--- src/rtl/bmc_pkg.sv ---
package bmc_pkg;
  typedef enum logic [2:0] {
    WR_NONE,
    WR_ADDR_BANK,
    WR_CHR,
    WR_PRG,
    WR_MIRROR
  } wr_kind_e;

  typedef enum logic [1:0] {
    MIR_VERT  = 2'd0,
    MIR_HORZ  = 2'd1,
    MIR_ONE_A = 2'd2,
    MIR_ONE_B = 2'd3
  } mirror_e;

  localparam int unsigned BANK_W = 8;
  localparam int unsigned NUM_PRG = 4;
  localparam int unsigned NUM_CHR = 8;
endpackage

--- src/rtl/bmc_wr_decode.sv ---
module bmc_wr_decode
  import bmc_pkg::*;
(
  input  logic [15:0] addr_i,
  input  logic        we_i,
  output wr_kind_e    kind_o,
  output logic [1:0]  prg_sel_o,
  output logic [2:0]  chr_sel_o,
  output logic        hi_nib_o
);
  logic [15:0] masked;
  logic        in_addr_bank, in_chr;
  logic        unused_bits;

  assign masked       = addr_i & 16'hF80C;
  assign in_addr_bank = (addr_i[15:11] == 5'b01101);
  assign in_chr       = (masked >= 16'hB000) && (masked <= 16'hE00C);
  assign chr_sel_o    = (addr_i[13:11] - 3'd6) | addr_i[5:3];
  assign hi_nib_o     = addr_i[2];
  assign unused_bits  = ^{addr_i[10:6], addr_i[1:0]};

  always_comb begin
    kind_o    = WR_NONE;
    prg_sel_o = 2'd0;
    if (we_i) begin
      if (in_addr_bank) begin
        kind_o    = WR_ADDR_BANK;
        prg_sel_o = 2'd3;
      end else if (in_chr) begin
        kind_o = WR_CHR;
      end else begin
        unique case (masked)
          16'h8800: begin kind_o = WR_PRG; prg_sel_o = 2'd0; end
          16'hA800: begin kind_o = WR_PRG; prg_sel_o = 2'd1; end
          16'hA000: begin kind_o = WR_PRG; prg_sel_o = 2'd2; end
          16'h9800: kind_o = WR_MIRROR;
          default:  kind_o = WR_NONE;
        endcase
      end
    end
  end
endmodule

--- src/rtl/bmc_bank_regs.sv ---
module bmc_bank_regs
  import bmc_pkg::*;
(
  input  logic                              clk_i,
  input  logic                              rst_ni,
  input  wr_kind_e                          kind_i,
  input  logic [1:0]                        prg_sel_i,
  input  logic [2:0]                        chr_sel_i,
  input  logic                              hi_nib_i,
  input  logic [5:0]                        addr_lo_i,
  input  logic [7:0]                        data_i,
  output logic [NUM_PRG-1:0][BANK_W-1:0]    prg_bank_o,
  output logic [NUM_CHR-1:0][BANK_W-1:0]    chr_bank_o,
  output logic [1:0]                        mirror_o
);
  for (genvar g = 0; g < NUM_PRG; g++) begin : g_prg
    always_ff @(posedge clk_i or negedge rst_ni) begin
      if (!rst_ni) begin
        prg_bank_o[g] <= '0;
      end else if (prg_sel_i == 2'(g)) begin
        if (kind_i == WR_ADDR_BANK) prg_bank_o[g] <= {2'b00, addr_lo_i};
        else if (kind_i == WR_PRG)  prg_bank_o[g] <= data_i;
      end
    end
  end

  for (genvar g = 0; g < NUM_CHR; g++) begin : g_chr
    always_ff @(posedge clk_i or negedge rst_ni) begin
      if (!rst_ni) begin
        chr_bank_o[g] <= '0;
      end else if (kind_i == WR_CHR && chr_sel_i == 3'(g)) begin
        if (hi_nib_i) chr_bank_o[g][7:4] <= data_i[3:0];
        else          chr_bank_o[g][3:0] <= data_i[3:0];
      end
    end
  end

  always_ff @(posedge clk_i or negedge rst_ni) begin
    if (!rst_ni)                  mirror_o <= MIR_VERT;
    else if (kind_i == WR_MIRROR) mirror_o <= data_i[1:0];
  end
endmodule

--- src/rtl/bmc_prg_xlate.sv ---
module bmc_prg_xlate
  import bmc_pkg::*;
#(
  parameter int unsigned PRG_BANKS = 32,
  localparam int unsigned PRG_BW = $clog2(PRG_BANKS),
  localparam int unsigned PRG_AW = PRG_BW + 13
) (
  input  logic [15:0]                     addr_i,
  input  logic [NUM_PRG-1:0][BANK_W-1:0]  prg_bank_i,
  output logic [PRG_AW-1:0]               rom_addr_o
);
  localparam logic [BANK_W-1:0] PRG_MASK = BANK_W'(PRG_BANKS - 1);

  logic [BANK_W-1:0] bank, bank_m;
  logic              hit;

  always_comb begin
    hit  = 1'b1;
    bank = '0;
    unique case (addr_i[15:13])
      3'd3:    bank = prg_bank_i[3];
      3'd4:    bank = prg_bank_i[0];
      3'd5:    bank = prg_bank_i[1];
      3'd6:    bank = prg_bank_i[2];
      3'd7:    bank = '1;
      default: hit  = 1'b0;
    endcase
  end

  assign bank_m     = bank & PRG_MASK;
  assign rom_addr_o = hit ? {bank_m[PRG_BW-1:0], addr_i[12:0]} : '0;
endmodule

--- src/rtl/bmc_chr_xlate.sv ---
module bmc_chr_xlate
  import bmc_pkg::*;
#(
  parameter int unsigned CHR_BANKS = 256,
  localparam int unsigned CHR_BW = $clog2(CHR_BANKS),
  localparam int unsigned CHR_AW = CHR_BW + 10
) (
  input  logic [13:0]                     addr_i,
  input  logic [NUM_CHR-1:0][BANK_W-1:0]  chr_bank_i,
  output logic [CHR_AW-1:0]               rom_addr_o
);
  localparam logic [BANK_W-1:0] CHR_MASK = BANK_W'(CHR_BANKS - 1);

  logic [BANK_W-1:0] bank_m;

  assign bank_m     = chr_bank_i[addr_i[12:10]] & CHR_MASK;
  assign rom_addr_o = addr_i[13] ? '0 : {bank_m[CHR_BW-1:0], addr_i[9:0]};
endmodule

--- src/rtl/bank_map_ctrl.sv ---
module bank_map_ctrl
  import bmc_pkg::*;
#(
  parameter int unsigned PRG_BANKS = 32,
  parameter int unsigned CHR_BANKS = 256,
  localparam int unsigned PRG_AW = $clog2(PRG_BANKS) + 13,
  localparam int unsigned CHR_AW = $clog2(CHR_BANKS) + 10
) (
  input  logic              clk_i,
  input  logic              rst_ni,
  input  logic [15:0]       cpu_addr_i,
  input  logic [7:0]        cpu_data_i,
  input  logic              cpu_we_i,
  input  logic [13:0]       ppu_addr_i,
  output logic [PRG_AW-1:0] prg_rom_addr_o,
  output logic [CHR_AW-1:0] chr_rom_addr_o,
  output logic [1:0]        mirror_o
);
  wr_kind_e                        wr_kind;
  logic [1:0]                      prg_sel;
  logic [2:0]                      chr_sel;
  logic                            hi_nib;
  logic [NUM_PRG-1:0][BANK_W-1:0]  prg_bank_q;
  logic [NUM_CHR-1:0][BANK_W-1:0]  chr_bank_q;

  bmc_wr_decode u_dec (
    .addr_i    (cpu_addr_i),
    .we_i      (cpu_we_i),
    .kind_o    (wr_kind),
    .prg_sel_o (prg_sel),
    .chr_sel_o (chr_sel),
    .hi_nib_o  (hi_nib)
  );

  bmc_bank_regs u_regs (
    .clk_i      (clk_i),
    .rst_ni     (rst_ni),
    .kind_i     (wr_kind),
    .prg_sel_i  (prg_sel),
    .chr_sel_i  (chr_sel),
    .hi_nib_i   (hi_nib),
    .addr_lo_i  (cpu_addr_i[5:0]),
    .data_i     (cpu_data_i),
    .prg_bank_o (prg_bank_q),
    .chr_bank_o (chr_bank_q),
    .mirror_o   (mirror_o)
  );

  bmc_prg_xlate #(.PRG_BANKS(PRG_BANKS)) u_prg (
    .addr_i     (cpu_addr_i),
    .prg_bank_i (prg_bank_q),
    .rom_addr_o (prg_rom_addr_o)
  );

  bmc_chr_xlate #(.CHR_BANKS(CHR_BANKS)) u_chr (
    .addr_i     (ppu_addr_i),
    .chr_bank_i (chr_bank_q),
    .rom_addr_o (chr_rom_addr_o)
  );
endmodule

--- config.mk ---
export PLATFORM = sky130hd
export DESIGN_NAME = bank_map_ctrl
export DESIGN_NICKNAME = d
export VERILOG_FILES = /design/src/rtl/bmc_pkg.sv /design/src/rtl/bmc_wr_decode.sv /design/src/rtl/bmc_bank_regs.sv /design/src/rtl/bmc_prg_xlate.sv /design/src/rtl/bmc_chr_xlate.sv /design/src/rtl/bank_map_ctrl.sv
export SDC_FILE = /design/constraint.sdc
export NUM_CORES = 1
export LEC_CHECK = 0
export ABC_AREA = 1
export BUFFER_PORTS_ARGS = -buffer_cell sky130_fd_sc_hd__buf_2
export CAP_MARGIN = 5
export CORE_MARGIN = 2
export CORE_UTILIZATION = 25
export CTS_CLUSTER_SIZE = 14
export DETAILED_ROUTE_END_ITERATION = 16
export GPL_TIMING_DRIVEN = 0
export HOLD_SLACK_MARGIN = 0.15
export PLACE_DENSITY = 0.45
export SYNTH_ARGS = -nofsm -noshare
export SYNTH_HDL_FRONTEND = slang
export SYNTH_SLANG_ARGS = --single-unit
--- constraint.sdc ---
create_clock -name clk_i -period 0.8 [get_ports clk_i]
set_input_delay 0 -clock clk_i [delete_from_list [all_inputs] [get_ports clk_i]]
set_output_delay 0 -clock clk_i [all_outputs]
set_load 0.005 [all_outputs]
==> results.md <==
| Parameter | This run | Unit |
|:---|:---|:---|
| Via Count | 5143 | - |
| Violations in the final reports | hold timing, setup timing | - |
| Number of top-level pins | 79 | - |
| Most numerous cell in the Yosys netlist | sky130_fd_sc_hd__nand2_1 | - |
| Wire length of the first global-routing pass | 28600 | µm |
| CTS clk-pin slew, worst paths | 0.08 | ns |
| Fin area | 7230 | µm² |
| Worst-Margin Slew | 0.729 | ns |
| Count of flip-flops with a built-in enable after synthesis | 0 | - |
| Total routing resource utilization after global routing | 0.174 | - |
| Number of maximum-capacitance constraint violations | 0 | - |
| Max-slew violations | 0 | - |
| Critical Path RT | 0.80 | ns |
| Initial detailed-routing violation count | 402 | - |
| Root Driver | sky130_fd_sc_hd__clkbuf_16 | - |
| Tightest slew margin relative to the limit | 0.514 | - |
| Series of cell instances along the critical path | nor2_1 > o32ai_4 > nor2_1 > nor2_1 > buf_2 | - |
| Standard-cell rows | 51 | - |
| Clock tree from TritonCTS | done | - |
| Library cells used by synthesis | 25 | - |
| Worst supply voltage drop on vdd | 1.05 | mV |
| Most common cell type on the critical path | sky130_fd_sc_hd__nor2_1 | - |
| RSZ-0062 raised after global routing | yes | - |
| Post-synthesis instance total | 656 | - |
| Share of synthesized registers carrying an async set or reset | 1.00 | - |
| Area contributors post-synth | sky130_fd_sc_hd__dfrtp_1 43%, sky130_fd_sc_hd__nand2_1 15%, sky130_fd_sc_hd__nand4_1 9.5% | - |
| Chip width | 146 | µm |
| Seq/Total Area, Yosys | 0.429 | - |
| Sum of negative setup slack | -34.20 | ns |
| CP delay by family, top | simple AND/OR/NAND/NOR gates | - |
| Crit path max-delay cell type | sky130_fd_sc_hd__dfrtp_1 | - |
| Clock buffers created by TritonCTS | 9 | - |
| Area growth from synthesis to layout | 44.3 | % |
| Worst setup skew after layout | 0 | ns |
| Number of nets in the final layout | 831 | - |
| Core Area | 19600 | µm² |
| Total grt overflow | 0 | - |
| Leading area contributor after synthesis | sky130_fd_sc_hd__dfrtp_1 | - |
| Hpwl dp | 12600 | µm |
| Nature of the critical path startpoint | flop | - |
| Final setup vio count | 101 | - |
| Min Clock Period, post-route | 1.46 | ns |
| Mean instance size in the synthesized netlist | 7.64 | µm² |
| Last weighted congestion value of the routability-driven placer | 0.784 | - |
| Initial core utilization | 0.256 | - |
| Post-DRT Antenna Nets | 0 | - |
| Number of vias per cell | 4.86 | - |
| Layout cell share with drive strength beyond 1 | 0.352 | - |
| Area share of the largest cell type after synthesis | 0.429 | - |
| Number of filler cells placed in the layout | 2066 | - |
| Critical Setup Path Class | reg2out | - |
| Class of the tightest hold or removal check | in2async | - |
| Total power after layout | 0.0125 | W |
| Critical R2R Launch | u_regs.chr_bank_o[13] | - |
| H-tree Lvls | 3 | - |
| Number of global-route vias before repair | 5070 | - |
| Synthesis warning total | 0 | - |
| F_max | 685 | MHz |
| Maximum fanout encountered on the critical timing path | 2 | - |
| Maximum number of pins on one net before global-route repair | 48 | - |
| Die Area | 21200 | µm² |
| Setup slack after layout | -0.660 | ns |
| Initial antenna violation count | 0 | - |
| Residual DRC | 0 | - |
| Overall die height | 146 | µm |
| Post-Synthesis Cell Area | 5010 | µm² |
| Slowest stage delay, CP | 0.41 | ns |
| Routed wirelength normalized by instance count | 17.6 | µm |
| Clock tree buffer depth | 2 | - |
| CTS Sinks | 86 | - |
| Insertion delay of the later-clocked pin in the worst-skew pair | 0.35 | ns |
| Post-Syn Nets | 699 | - |
| Count of input and output buffers | 68 | - |
| Static power due to leakage | 3.46 | nW |
| PwrDens | 1730 | nW/µm² |
| Router iterations before antenna repair | 6 | - |
| Result of the run | finished, violations left | - |
| Total cell area at the placement stage | 5820 | µm² |
| Final period util | 1.83 | - |
| Synth Flop Type | sky130_fd_sc_hd__dfrtp_1 | - |
| Data arrival time of the worst path | 1.46 | ns |
| Endpoint class of the critical path | output pin | - |
| Worst-case hold slack | -0.386 | ns |
| Number of synthesized register bits | 86 | - |
| Synth cell count leaders | 194 x sky130_fd_sc_hd__nand2_1, 101 x sky130_fd_sc_hd__nor2_1, 86 x sky130_fd_sc_hd__dfrtp_1 | - |
| Total length of routed wires | 18600 | µm |
| Worst path buffer plus inverter count | 1 | - |
| # hold bufs at CTS | 4 | - |
| Final count of hold timing violations | 41 | - |
| Start point of the critical path | u_regs.chr_bank_o[11] | - |
| Antenna fix cells | 0 | - |
==> worst reg2reg max path: stages (launching register included) <==
cell and delay (ns):
sky130_fd_sc_hd__dfrtp_1 0.43, sky130_fd_sc_hd__buf_4 0.15, sky130_fd_sc_hd__nand2_1 0.05, sky130_fd_sc_hd__nand2_1 0.05
==> power breakdown <==
part           leakage, nW  switching (W)  total, W  internal [W]
sequential            1.14       0.000435   0.00540       0.00497
clock                0.134        0.00204   0.00420       0.00215
combinational         2.18        0.00169   0.00289       0.00120
total                 3.46        0.00417    0.0125       0.00832
==> registers in the layout, indices dropped and copies added, names as in the netlist <==
name / cells
u_regs.prg_bank_o: 20
u_regs.chr_bank_o: 64
u_regs.mirror_o: 2
==> layer usage <==
layer / global-route usage / vias up / share of wire
met5: 0 / - / 0
met2: 0.280 / 172 / 0.48
met1: 0.230 / 2467 / 0.45
li1: - / 2474 / -
met3: 0.0307 / 30 / 0.048
met4: 0.0735 / 0 / 0.027
==> timing repair <==
action                                  CTS  global route
endpoints found under the setup margin  111           106
gates resized for setup                 104            83
gates cloned                              5             6
buffers inserted                         29            10
pin swaps                                51            45
endpoints found under the hold margin   112            75
==> layout by cell type, fill, tap and decap left out, drive strengths merged <==
cell type,instances
a21oi,1
buf,131
clkbuf,36
clkinv,5
clkinvlp,2
dfrtp,86
dlygate4sd3,4
ha,2
inv,50
nand2,199
nand3,11
nand4,86
nor2,111
nor4,1
o2111ai,5
o21ai,47
o32ai,16
==> stage by stage <==
stage | hold slack (ns) | util | setup WS, ns | std cells
after CTS | -0.359 | 0.349 | -0.682 | 1044
after floorplan | -0.296 | - | -0.540 | 656
after global routing | -0.352 | 0.369 | -0.723 | 1058
after global placement | 0.250 | 0.296 | -1.19 | 989
final | -0.386 | 0.369 | -0.660 | 1058
after detailed placement | 0.0211 | 0.297 | -1.17 | 990
==> layout make-up <==
type,instances,area (µm²),share of cell area
Sequential cell,86,2150,0.298
Tap cell,265,332,0.0458
Inverter,50,225,0.0311
Buffer,43,328,0.0453
Multi-Input combinational cell,479,2950,0.408
Clock buffer,9,225,0.0311
Clock inverter,7,57.6,0.00796
Timing Repair Buffer,119,962,0.133
==> final timing paths <==
path	slack (ns)	end	cells past startpoint
worst max-delay path	-0.66	chr_rom_addr_o[13]	5
worst min-delay path	-0.39	u_regs.prg_bank_o[4]	1
worst max register to register	0	u_regs.chr_bank_o[13]	3
worst min register to register	0.48	u_regs.chr_bank_o[46]	2
max in group asynchronous	0.52	u_regs.chr_bank_o[32]	2
min in group clk_i	-0.06	u_regs.prg_bank_o[26]	3
==> kinds of logic (layout without fill, tap and decap cells) <==
group | after synthesis | count (layout) | synth area share
AOI/OAI and AO/OA | 69 | 69 | 0.0868
adders and majority gates | 2 | 2 | 0.00499
DFF | 86 | 86 | 0.429
buffers and inverters | 93 | 228 | 0.0866
and+or+nand+nor | 406 | 408 | 0.392
(Power assumes the default switching activity.)
